File: src/rtl/snp_pkg.sv
package snp_pkg;
  typedef enum logic [1:0] {
    LS_INV = 2'd0,
    LS_SHR = 2'd1,
    LS_EXC = 2'd2
  } line_st_t;

  typedef enum logic [1:0] {
    BC_NONE   = 2'd0,
    BC_RDMISS = 2'd1,
    BC_WRMISS = 2'd2,
    BC_WRBACK = 2'd3
  } bus_cmd_t;
endpackage

File: src/rtl/snp_line_store.sv
module snp_line_store
  import snp_pkg::*;
#(
  parameter int IDX_W  = 2,
  parameter int TAG_W  = 6,
  parameter int DATA_W = 8
) (
  input  logic              clk,
  input  logic              rst,
  // processor-side read port
  input  logic [IDX_W-1:0]  rd_idx,
  output logic [TAG_W-1:0]  rd_tag,
  output logic [DATA_W-1:0] rd_data,
  output line_st_t          rd_st,
  // snoop-side read port
  input  logic [IDX_W-1:0]  sp_idx,
  output logic [TAG_W-1:0]  sp_tag,
  output logic [DATA_W-1:0] sp_data,
  output line_st_t          sp_st,
  // controller write port (tag, data, state together)
  input  logic              f_we,
  input  logic [IDX_W-1:0]  f_idx,
  input  logic [TAG_W-1:0]  f_tag,
  input  logic [DATA_W-1:0] f_data,
  input  line_st_t          f_st,
  // snoop state write port (wins over the controller port)
  input  logic              s_we,
  input  line_st_t          s_st_new
);
  localparam int LINES = 1 << IDX_W;

  logic [TAG_W-1:0]  tag_mem  [LINES];
  logic [DATA_W-1:0] data_mem [LINES];
  line_st_t          st_q     [LINES];

  // tag and data arrays: one write port, no reset, RAM-inferable
  always_ff @(posedge clk) begin
    if (f_we) begin
      tag_mem[f_idx]  <= f_tag;
      data_mem[f_idx] <= f_data;
    end
  end

  // state bits need a reset, so each line gets its own register
  for (genvar i = 0; i < LINES; i++) begin : g_state
    localparam logic [IDX_W-1:0] LIDX = IDX_W'(i);
    always_ff @(posedge clk) begin
      if (rst) begin
        st_q[i] <= LS_INV;
      end else if (s_we && sp_idx == LIDX) begin
        st_q[i] <= s_st_new;
      end else if (f_we && f_idx == LIDX) begin
        st_q[i] <= f_st;
      end
    end
  end

  assign rd_tag  = tag_mem[rd_idx];
  assign rd_data = data_mem[rd_idx];
  assign rd_st   = st_q[rd_idx];
  assign sp_tag  = tag_mem[sp_idx];
  assign sp_data = data_mem[sp_idx];
  assign sp_st   = st_q[sp_idx];
endmodule

File: src/rtl/snp_snoop_unit.sv
module snp_snoop_unit
  import snp_pkg::*;
#(
  parameter int ADDR_W = 8,
  parameter int IDX_W  = 2,
  parameter int DATA_W = 8
) (
  input  logic              clk,
  input  logic              rst,
  input  logic              snp_valid,
  input  logic [1:0]        snp_cmd,
  input  logic [ADDR_W-1:0] snp_addr,
  output logic [IDX_W-1:0]  sp_idx,
  input  logic [ADDR_W-IDX_W-1:0] sp_tag,
  input  logic [DATA_W-1:0] sp_data,
  input  line_st_t          sp_st,
  output logic              s_we,
  output line_st_t          s_st_new,
  output logic              flush_valid,
  output logic [ADDR_W-1:0] flush_addr,
  output logic [DATA_W-1:0] flush_data
);
  logic held_match;
  logic is_rd;
  logic is_wr;
  logic need_flush;

  always_comb begin
    sp_idx     = snp_addr[IDX_W-1:0];
    is_rd      = (snp_cmd == BC_RDMISS);
    is_wr      = (snp_cmd == BC_WRMISS);
    held_match = snp_valid && (sp_st != LS_INV) &&
                 (sp_tag == snp_addr[ADDR_W-1:IDX_W]);
    need_flush = held_match && (sp_st == LS_EXC) && (is_rd || is_wr);
    s_we       = held_match && (is_wr || (is_rd && sp_st == LS_EXC));
    s_st_new   = is_rd ? LS_SHR : LS_INV;
  end

  always_ff @(posedge clk) begin
    if (rst) begin
      flush_valid <= 1'b0;
      flush_addr  <= '0;
      flush_data  <= '0;
    end else begin
      flush_valid <= need_flush;
      if (need_flush) begin
        flush_addr <= snp_addr;
        flush_data <= sp_data;
      end
    end
  end
endmodule

File: src/rtl/snp_ctrl_fsm.sv
module snp_ctrl_fsm
  import snp_pkg::*;
#(
  parameter int ADDR_W = 8,
  parameter int IDX_W  = 2,
  parameter int DATA_W = 8
) (
  input  logic              clk,
  input  logic              rst,
  input  logic              cpu_req,
  input  logic              cpu_we,
  input  logic [ADDR_W-1:0] cpu_addr,
  input  logic [DATA_W-1:0] cpu_wdata,
  output logic              cpu_ready,
  output logic [DATA_W-1:0] cpu_rdata,
  output logic              bus_req,
  output logic [1:0]        bus_cmd,
  output logic [ADDR_W-1:0] bus_addr,
  output logic [DATA_W-1:0] bus_wdata,
  input  logic              bus_gnt,
  input  logic [DATA_W-1:0] bus_rdata,
  input  logic              snp_valid,
  input  logic [ADDR_W-1:0] snp_addr,
  output logic [IDX_W-1:0]  rd_idx,
  input  logic [ADDR_W-IDX_W-1:0] rd_tag,
  input  logic [DATA_W-1:0] rd_data,
  input  line_st_t          rd_st,
  output logic              f_we,
  output logic [IDX_W-1:0]  f_idx,
  output logic [ADDR_W-IDX_W-1:0] f_tag,
  output logic [DATA_W-1:0] f_data,
  output line_st_t          f_st
);
  localparam int TAG_W = ADDR_W - IDX_W;

  typedef enum logic [1:0] {F_IDLE, F_DECIDE, F_WB, F_MISS} fsm_t;

  fsm_t              state_q;
  logic [ADDR_W-1:0] addr_q;
  logic              we_q;
  logic [DATA_W-1:0] wdata_q;

  logic [TAG_W-1:0]  req_tag;
  logic              snp_same_idx;
  logic              tag_hit;
  logic              local_done;
  logic              victim_dirty;

  always_comb begin
    rd_idx       = addr_q[IDX_W-1:0];
    req_tag      = addr_q[ADDR_W-1:IDX_W];
    snp_same_idx = snp_valid && (snp_addr[IDX_W-1:0] == rd_idx);
    tag_hit      = (rd_st != LS_INV) && (rd_tag == req_tag);
    local_done   = tag_hit && (!we_q || rd_st == LS_EXC);
    victim_dirty = !tag_hit && (rd_st == LS_EXC);
  end

  // array updates: write hit, write-back retire, miss fill
  always_comb begin
    f_we   = 1'b0;
    f_idx  = rd_idx;
    f_tag  = rd_tag;
    f_data = rd_data;
    f_st   = rd_st;
    unique case (state_q)
      F_DECIDE: begin
        if (!snp_same_idx && local_done && we_q) begin
          f_we   = 1'b1;
          f_data = wdata_q;
        end
      end
      F_WB: begin
        if (bus_gnt) begin
          f_we = 1'b1;
          f_st = LS_INV;
        end
      end
      F_MISS: begin
        if (bus_gnt) begin
          f_we   = 1'b1;
          f_tag  = req_tag;
          f_data = we_q ? wdata_q : bus_rdata;
          f_st   = we_q ? LS_EXC : LS_SHR;
        end
      end
      default: ;
    endcase
  end

  always_ff @(posedge clk) begin
    if (rst) begin
      state_q   <= F_IDLE;
      addr_q    <= '0;
      we_q      <= 1'b0;
      wdata_q   <= '0;
      cpu_ready <= 1'b0;
      cpu_rdata <= '0;
      bus_req   <= 1'b0;
      bus_cmd   <= BC_NONE;
      bus_addr  <= '0;
      bus_wdata <= '0;
    end else begin
      cpu_ready <= 1'b0;
      unique case (state_q)
        F_IDLE: begin
          if (cpu_req && !cpu_ready) begin
            addr_q  <= cpu_addr;
            we_q    <= cpu_we;
            wdata_q <= cpu_wdata;
            state_q <= F_DECIDE;
          end
        end
        F_DECIDE: begin
          if (!snp_same_idx) begin
            if (local_done) begin
              cpu_ready <= 1'b1;
              cpu_rdata <= rd_data;
              state_q   <= F_IDLE;
            end else if (victim_dirty) begin
              bus_req   <= 1'b1;
              bus_cmd   <= BC_WRBACK;
              bus_addr  <= {rd_tag, rd_idx};
              bus_wdata <= rd_data;
              state_q   <= F_WB;
            end else begin
              bus_req  <= 1'b1;
              bus_cmd  <= we_q ? BC_WRMISS : BC_RDMISS;
              bus_addr <= addr_q;
              state_q  <= F_MISS;
            end
          end
        end
        F_WB: begin
          if (bus_gnt || snp_same_idx) begin
            bus_req <= 1'b0;
            bus_cmd <= BC_NONE;
            state_q <= F_DECIDE;
          end
        end
        F_MISS: begin
          if (bus_gnt) begin
            bus_req   <= 1'b0;
            bus_cmd   <= BC_NONE;
            cpu_ready <= 1'b1;
            cpu_rdata <= bus_rdata;
            state_q   <= F_IDLE;
          end
        end
        default: state_q <= F_IDLE;
      endcase
    end
  end
endmodule

File: src/rtl/snoop_cache_ctrl.sv
module snoop_cache_ctrl
  import snp_pkg::*;
#(
  parameter int ADDR_W = 8,
  parameter int IDX_W  = 2,
  parameter int DATA_W = 8
) (
  input  logic              clk,
  input  logic              rst,
  input  logic              cpu_req,
  input  logic              cpu_we,
  input  logic [ADDR_W-1:0] cpu_addr,
  input  logic [DATA_W-1:0] cpu_wdata,
  output logic              cpu_ready,
  output logic [DATA_W-1:0] cpu_rdata,
  output logic              bus_req,
  output logic [1:0]        bus_cmd,
  output logic [ADDR_W-1:0] bus_addr,
  output logic [DATA_W-1:0] bus_wdata,
  input  logic              bus_gnt,
  input  logic [DATA_W-1:0] bus_rdata,
  input  logic              snp_valid,
  input  logic [1:0]        snp_cmd,
  input  logic [ADDR_W-1:0] snp_addr,
  output logic              flush_valid,
  output logic [ADDR_W-1:0] flush_addr,
  output logic [DATA_W-1:0] flush_data
);
  localparam int TAG_W = ADDR_W - IDX_W;

  logic [IDX_W-1:0]  rd_idx;
  logic [TAG_W-1:0]  rd_tag;
  logic [DATA_W-1:0] rd_data;
  line_st_t          rd_st;
  logic [IDX_W-1:0]  sp_idx;
  logic [TAG_W-1:0]  sp_tag;
  logic [DATA_W-1:0] sp_data;
  line_st_t          sp_st;
  logic              f_we;
  logic [IDX_W-1:0]  f_idx;
  logic [TAG_W-1:0]  f_tag;
  logic [DATA_W-1:0] f_data;
  line_st_t          f_st;
  logic              s_we;
  line_st_t          s_st_new;

  snp_line_store #(.IDX_W(IDX_W), .TAG_W(TAG_W), .DATA_W(DATA_W)) u_store (
    .clk(clk), .rst(rst),
    .rd_idx(rd_idx), .rd_tag(rd_tag), .rd_data(rd_data), .rd_st(rd_st),
    .sp_idx(sp_idx), .sp_tag(sp_tag), .sp_data(sp_data), .sp_st(sp_st),
    .f_we(f_we), .f_idx(f_idx), .f_tag(f_tag), .f_data(f_data), .f_st(f_st),
    .s_we(s_we), .s_st_new(s_st_new)
  );

  snp_snoop_unit #(.ADDR_W(ADDR_W), .IDX_W(IDX_W), .DATA_W(DATA_W)) u_snoop (
    .clk(clk), .rst(rst),
    .snp_valid(snp_valid), .snp_cmd(snp_cmd), .snp_addr(snp_addr),
    .sp_idx(sp_idx), .sp_tag(sp_tag), .sp_data(sp_data), .sp_st(sp_st),
    .s_we(s_we), .s_st_new(s_st_new),
    .flush_valid(flush_valid), .flush_addr(flush_addr), .flush_data(flush_data)
  );

  snp_ctrl_fsm #(.ADDR_W(ADDR_W), .IDX_W(IDX_W), .DATA_W(DATA_W)) u_fsm (
    .clk(clk), .rst(rst),
    .cpu_req(cpu_req), .cpu_we(cpu_we), .cpu_addr(cpu_addr),
    .cpu_wdata(cpu_wdata), .cpu_ready(cpu_ready), .cpu_rdata(cpu_rdata),
    .bus_req(bus_req), .bus_cmd(bus_cmd), .bus_addr(bus_addr),
    .bus_wdata(bus_wdata), .bus_gnt(bus_gnt), .bus_rdata(bus_rdata),
    .snp_valid(snp_valid), .snp_addr(snp_addr),
    .rd_idx(rd_idx), .rd_tag(rd_tag), .rd_data(rd_data), .rd_st(rd_st),
    .f_we(f_we), .f_idx(f_idx), .f_tag(f_tag), .f_data(f_data), .f_st(f_st)
  );
endmodule

File: config.mk
export PLATFORM = sky130hd
export DESIGN_NAME = snoop_cache_ctrl
export DESIGN_NICKNAME = d
export VERILOG_FILES = /design/src/rtl/snp_pkg.sv /design/src/rtl/snp_line_store.sv /design/src/rtl/snp_snoop_unit.sv /design/src/rtl/snp_ctrl_fsm.sv /design/src/rtl/snoop_cache_ctrl.sv
export SDC_FILE = /design/constraint.sdc
export NUM_CORES = 1
export LEC_CHECK = 0
export CORE_MARGIN = 2
export CORE_UTILIZATION = 50
export DETAILED_ROUTE_END_ITERATION = 16
export GPL_ROUTABILITY_DRIVEN = 0
export PLACE_DENSITY = 0.8
export SLEW_MARGIN = 10
export SYNTH_ARGS = -nofsm -noshare
export SYNTH_HDL_FRONTEND = slang
export SYNTH_SLANG_ARGS = --single-unit
File: constraint.sdc
create_clock -name clk -period 2.8 [get_ports clk]
set_input_delay 0.56 -clock clk [delete_from_list [all_inputs] [get_ports clk]]
set_output_delay 0.56 -clock clk [all_outputs]
set_load 0.02 [all_outputs]
==> results of run 1 <==
==> synth_stat cells, drive strengths merged, types with 3 or more instances <==
library cell / n
nand3: 24
nor4: 8
o221ai: 7
a31oi: 6
o221a: 6
mux2i: 49
mux2: 4
buf: 12
o21a: 3
clkbuf: 30
or3: 5
nor2b: 3
dfxtp: 66
nand2b: 4
nor4b: 3
nor3b: 11
xnor2: 17
and2: 4
mux4: 27
nand2: 81
nor3: 12
inv: 7
edfxtp: 64
a21oi: 40
nor2: 28
o21ai: 30
o211ai: 3
==> critical path: cells and delay by family <==
| kind | cells | cell delay (ns) |
|---|---|---|
| buf+inv | 3 | 0.88 |
| xor+xnor | 1 | 0.11 |
| mux | 2 | 0.47 |
| simple gates | 3 | 0.87 |
==> final timing paths <==
kind	to	depth (start not counted)	slack [ns]	startpoint
worst max-delay path	u_store.st_q[1][1]$_SDFFCE_PN0P_	9	0.03	snp_addr[1]
worst min-delay path	u_fsm.bus_req$_SDFFE_PP0P_	2	0.46	u_fsm.bus_req$_SDFFE_PP0P_
worst max register to register	u_store.data_mem[2][7]$_DFFE_PP_	7	0.07	register
worst min register to register	u_fsm.bus_req$_SDFFE_PP0P_	2	0.46	u_fsm.bus_req$_SDFFE_PP0P_
==> cells in the final DEF (no fill, tap or decap), types with 12 or more instances in the layout <==
cell type	instances
clkdlybuf4s50_1	83
nand2_1	81
dfxtp_1	66
edfxtp_1	64
mux2i_1	47
a21oi_1	40
buf_4	36
o21ai_0	29
nor2_1	27
mux4_2	24
nand3_1	22
clkbuf_16	21
xnor2_1	12
buf_12	12
==> kinds of logic (layout without fill, tap and decap cells) <==
family | count (synthesis) | count (layout)
muxes | 80 | 80
AOI/OAI and AO/OA | 110 | 110
buffers and inverters | 49 | 172
adders and majority gates | 2 | 2
and+or+nand+nor | 191 | 191
xor gates and xnor gates | 17 | 17
DFF | 130 | 130
==> routing by layer <==
metal | routed length (um) | global-route usage [%] | part of all wire [%] | vias up
met2 | 9424 | 44.94 | 52 | 250
met5 | 0 | 0 | 0 | -
li1 | - | - | - | 2392
met1 | 6990 | 32.16 | 38 | 2655
met3 | 1215 | 5.647 | 6.6 | 54
met4 | 648 | 11.31 | 3.5 | 0
==> registers in the layout (all words and copies together), names as in the netlist, 8 cells and up, named ones only <==
register	flops
u_fsm.wdata_q	8
u_store.st_q	8
u_fsm.addr_q	8
u_fsm.cpu_rdata	8
u_fsm.bus_wdata	8
u_snoop.flush_data	8
u_snoop.flush_addr	8
u_store.tag_mem	24
u_fsm.bus_addr	8
u_store.data_mem	32
==> power groups by stage <==
stage / clock network (W) / registers, W / logic (W)
floorplan: 0 / 0.00221 / 0.000496
global placement: 0 / 0.00220 / 0.000783
detailed placement: 0 / 0.00221 / 0.000807
CTS: 0.00244 / 0.00217 / 0.000820
global route: 0.00253 / 0.00218 / 0.000908
finish: 0.00243 / 0.00217 / 0.000854
==> what timing repair did <==
action / CTS / global route
hold endpoints to repair: 0 / 0
setup endpoints to repair: 3 / 118
buffers inserted: 0 / 3
gates resized for setup: 1 / 15
pin swaps: 0 / 3
==> metrics by stage <==
step / cell area (sq um) / setup TNS (ns) / total power (W)
CTS: 8598 / 0 / 0.005435
global route: 8712 / -0.1869 / 0.005616
floorplan: 6580 / 0 / 0.002705
detailed placement: 7926 / -29.14 / 0.003015
finish: 8712 / 0 / 0.005457
global placement: 7926 / -20.59 / 0.002988
==> area by class of cell <==
class / instances / area (sq um) / area share, %
sequential: 130 / 3243 / 37.23
multi-input combinational: 400 / 3204 / 36.78
timing repair buffer: 133 / 1358 / 15.58
clock buffer: 22 / 539.3 / 6.190
tap: 172 / 215.2 / 2.470
clock inverter: 10 / 126.4 / 1.451
inverter: 7 / 26.28 / 0.3016
==> flow_summary.ini, run 1 <==
[worst_setup_path]
max_stage_delay_ns = 0.52
arrival_ns = 2.90
cp-end-kind = register
start_kind = input pin
path_max_fanout = 11
crit_type = input pin to register
path_cells = clkdlybuf4s50_1 > buf_12 > mux2i_2 > xnor2_1 > nor4_2 > mux2i_2 > buf_4 > nor4_2 > or3_1
required_ns = 2.93
cp_slowest_cell = clkdlybuf4s50_1

[yosys]
ys_seq_area_share_pct = 49.30
synth-simple-area-share_pct = 15.46
yosys_warnings = 0
ys.flop_type = dfxtp_1
synth_compound_area_share_pct = 10.95
muxShareOfSynthArea_pct = 17.55
synthXorXnorAreaFrac_pct = 2.834
synth_top_family_by_area = multiplexers
ys_seq_elements = 130
synthTopCellsByArea = edfxtp_1 29%, dfxtp_1 20%, mux4_2 8.2%, mux2i_1 7.5%, nand2_1 4.6%
synth_edf_count = 64
syn_inst = 579
async_flop_share_pct = 0
synth.distinct_cells = 59
syn_area_sq_um = 6579
avgSynthCellArea_sq_um = 11.36
synth_nets = 621
synthAdderAreaFrac_pct = 0.3804
yosys.area.top_type = edfxtp_1
synth_top_area_share_pct = 29.21

[global_route]
grt_max_degree = 49
grt_use_total_pct = 26.33
overflow = 0
grt_first_pass_wirelength_mm = 28.77
grt_pass1_vias = 5355
grt_antenna_before_repair = 0

[clock_tree]
cts_buffer_depth = 2
clkLatencyLatePin_ns = 0.42
clkTransAtPathRegs_ns = 0.06
cts.sinks = 130
cts.htree.levels = 4
cts_buffers = 17
cts_tree = done
cts-root-buf = clkbuf_16
holdBufCountCts = 0

[cells_and_area]
final_nets = 731
final_cell_count_no_fill = 874
drive_gt1_share_pct = 22.08
utilization_pct = 68.48
area_growth_syn_to_layout_pct = 32.43
fill_cells = 892
antenna_cells = 0

[power_and_ir_drop]
p_leak_nw = 3.132
power_frac_comb_pct = 15.6
irDropWorstVdd_uv = 536.5
p_clk_share_pct = 44.5
switching_share_pct = 25.89
p_sw_w = 0.001413
p_int_w = 0.004044
power_per_cell_area_nw_per_um2 = 626.4
seqPwrFrac_pct = 39.8

[timing]
min_period_over_period_pct = 98.75
finalMaxSlewViolations = 0
fin_crit_ns = 2.765
whs_ns = 0.4555
worstMarginPinSlew_ns = 0.7238
final.setup_skew_ns = 0.008620
setup_ws_ns = 0.03499
hold_viol = 0
setup_viol = 0
max_freq_ghz = 0.3617
maxSlewHeadroom_pct = 51.75

[routing]
drc = 0
drtAntennaViolNets = 0
drt-initial-drc-count = 499
wl_per_cell_um = 20.91
vias = 5351
first_pass_iters = 5
via_per_inst = 6.122
totalWireLength_mm = 18.28

[status]
outcome = completed

[die]
ios = 85
dieHeight_um = 118.7
start_util_pct = 51.71
coreArea_sq_um = 12720
rows = 41
die_x_um = 118.7
die_area_sq_um = 14090

[job]
cap_violations = 0

[placement]
dp_hpwl_mm = 12.36
pre_cts_slack_ns = -0.5059
portBuffers = 84
place_inst = 839

[hold_path]
hold_path_class = register to register
No activity file was read; power rests on OpenSTA's default activity.
==> run 2, diff against run 1 <==
--- a/config.mk
+++ b/config.mk
@@ -5,7 +5,6 @@
 export SDC_FILE = /design/constraint.sdc
 export NUM_CORES = 1
 export LEC_CHECK = 0
-export CORE_MARGIN = 2
 export CORE_UTILIZATION = 50
 export DETAILED_ROUTE_END_ITERATION = 16
 export GPL_ROUTABILITY_DRIVEN = 0
==> flow_summary.ini, run 2 (synthesis gave the netlist of run 1 again) <==
[status]
outcome = completed

[clock_tree]
cts_buffer_depth = 2
cts_buffers = 17
clkTransAtPathRegs_ns = 0.06
cts_tree = done
cts.htree.levels = 4
cts-root-buf = clkbuf_16
cts.sinks = 130
holdBufCountCts = 0
clkLatencyLatePin_ns = 0.42

[timing]
rsz0062_at_grt = true
max_freq_ghz = 0.3651
maxSlewHeadroom_pct = 51.73
hold_viol = 0
finalMaxSlewViolations = 0
final.setup_skew_ns = 0.01032
setup_viol = 0
setup_ws_ns = 0.06108
worstMarginPinSlew_ns = 0.7240
min_period_over_period_pct = 97.82
fin_crit_ns = 2.739

[global_route]
grt_antenna_before_repair = 0
grt_use_total_pct = 27.63
grt_pass1_vias = 5439
overflow = 0
grt_max_degree = 42
grt_first_pass_wirelength_mm = 27.99

[worst_setup_path]
arrival_ns = 2.91
reg2reg_slack_ns = 0.09
required_ns = 2.97
path_max_fanout = 12
path_cells = clkdlybuf4s50_1 > buf_12 > buf_4 > mux4_2 > xnor2_1 > o211a_1 > inv_1 > nor4b_4 > mux2_2
start_kind = input pin
cp_slowest_cell = clkdlybuf4s50_1
reg2reg_to = u_store.tag_mem[0][2]$_DFFE_PP_
worstRegToRegCells = 8
cp-end-kind = register
max_stage_delay_ns = 0.51
crit_type = input pin to register

[die]
ios = 85
die_x_um = 116.7
dieHeight_um = 116.7
start_util_pct = 51.71
rows = 41
die_area_sq_um = 13620
coreArea_sq_um = 12720

[cells_and_area]
largest_register_ffs = 32
top_register = u_store.data_mem
antenna_cells = 0
utilization_pct = 68.05
area_growth_syn_to_layout_pct = 31.59
multi_input_area_sq_um = 3203
mostFrequentLayoutCells = 83 x clkdlybuf4s50_1, 81 x nand2_1, 66 x dfxtp_1
final_nets = 735
fill_cells = 925
ff_latch_area_sq_um = 3243
final_common_cell = clkdlybuf4s50_1
drive_gt1_share_pct = 22.66
largestRegisters = u_store.data_mem (32), u_store.tag_mem (24)

[placement]
pre_cts_slack_ns = -0.4536
dp_hpwl_mm = 12.40
portBuffers = 84

[hold_path]
min_path_cells = 2
hold_end = u_fsm.bus_req$_SDFFE_PP0P_
worstHoldStart = u_fsm.bus_req$_SDFFE_PP0P_
hold_path_class = register to register

[routing]
drtAntennaViolNets = 0
wl_per_cell_um = 20.60
drt-initial-drc-count = 423
first_pass_iters = 5
via_per_inst = 6.054
totalWireLength_mm = 18.08
vias = 5315
drc = 0

[power_and_ir_drop]
power_per_cell_area_nw_per_um2 = 615.6
power.total_w = 0.005330
p_leak_nw = 3.102
irDropWorstVdd_uv = 418.0

[job]
cap_violations = 0
-- run 2: cell types whose count changed in the layout (fill, tap and decap cells not counted), moves of 2 or more --
cell / delta
a21oi_1: -2
a21oi_2: +2
buf_12: -3
buf_4: +7
clkbuf_16: -4
clkinvlp_4: +2
-- run 2: routing by layer --
layer	GRT usage [%]	routed length (um)	part of all wire (%)	vias up
li1	-	-	-	2393
met1	33.17	6886	38	2614
met2	47.81	9232	51	250
met3	4.307	1269	7.0	58
met4	14.94	694	3.8	0
met5	0	0	0	-
-- run 2: how the worst max path moves through the flow --
| stage | start | to | slack (ns) | cells after the start |
|---|---|---|---|---|
| floorplan | snp_addr[1] | u_store.st_q[1][0]$_DFFE_PP_ | 0.02 | 9 |
| global placement | snp_addr[1] | u_store.st_q[0][0]$_DFFE_PP_ | -0.31 | 10 |
| detailed placement | snp_addr[1] | u_store.st_q[3][0]$_DFFE_PP_ | -0.45 | 8 |
| CTS | snp_addr[1] | u_store.st_q[3][0]$_DFFE_PP_ | 0.004 | 8 |
| global route | snp_addr[1] | u_snoop.flush_data[0]$_SDFFE_PP0P_ | -0.01 | 10 |
| finish | snp_addr[1] | u_store.st_q[3][0]$_DFFE_PP_ | 0.06 | 9 |
-- run 2: repair_timing --
item / in CTS / in global routing
pin swaps: 1 / 4
gates resized for setup: 2 / 17
setup endpoints to repair: 11 / 104
setup buffers: 0 / 1
-- run 2: stage by stage --
stage	hold slack (ns)	cell area [sq um]	std cells	TNS (ns)
4_1_cts	0.4793	8559	877	0
5_1_grt	0.4986	8657	878	-0.05814
2_1_floorplan	0.4486	6580	579	0
3_5_place_dp	0.4711	7934	845	-29.63
6_report	0.4782	8657	878	0
3_3_place_gp	0.4471	7934	845	-24.19
-- run 2: power breakdown --
group	internal (W)	switching (W)	total, W
combinational	0.000379	0.000478	0.000857
sequential	0.00210	0.0000692	0.00217
clock	0.00143	0.000869	0.00230
-- run 2: critical path, delay by kind of cell --
kind	cells	cell delay, ns
XOR/XNOR	1	0.16
multiplexers	2	0.71
AND/OR/NAND/NOR	1	0.30
AO/OA/AOI/OAI	1	0.19
buffers and inverters	4	0.99
-- run 2: area by class of cell --
cell class	instances	area share [%]
flip-flops and latches	130	37.46
repair buffers	137	15.64
multi-input cells	400	37.00
well taps	172	2.486
clock buffers	18	5.073
clock inverters	14	2.038
inverters	7	0.3035
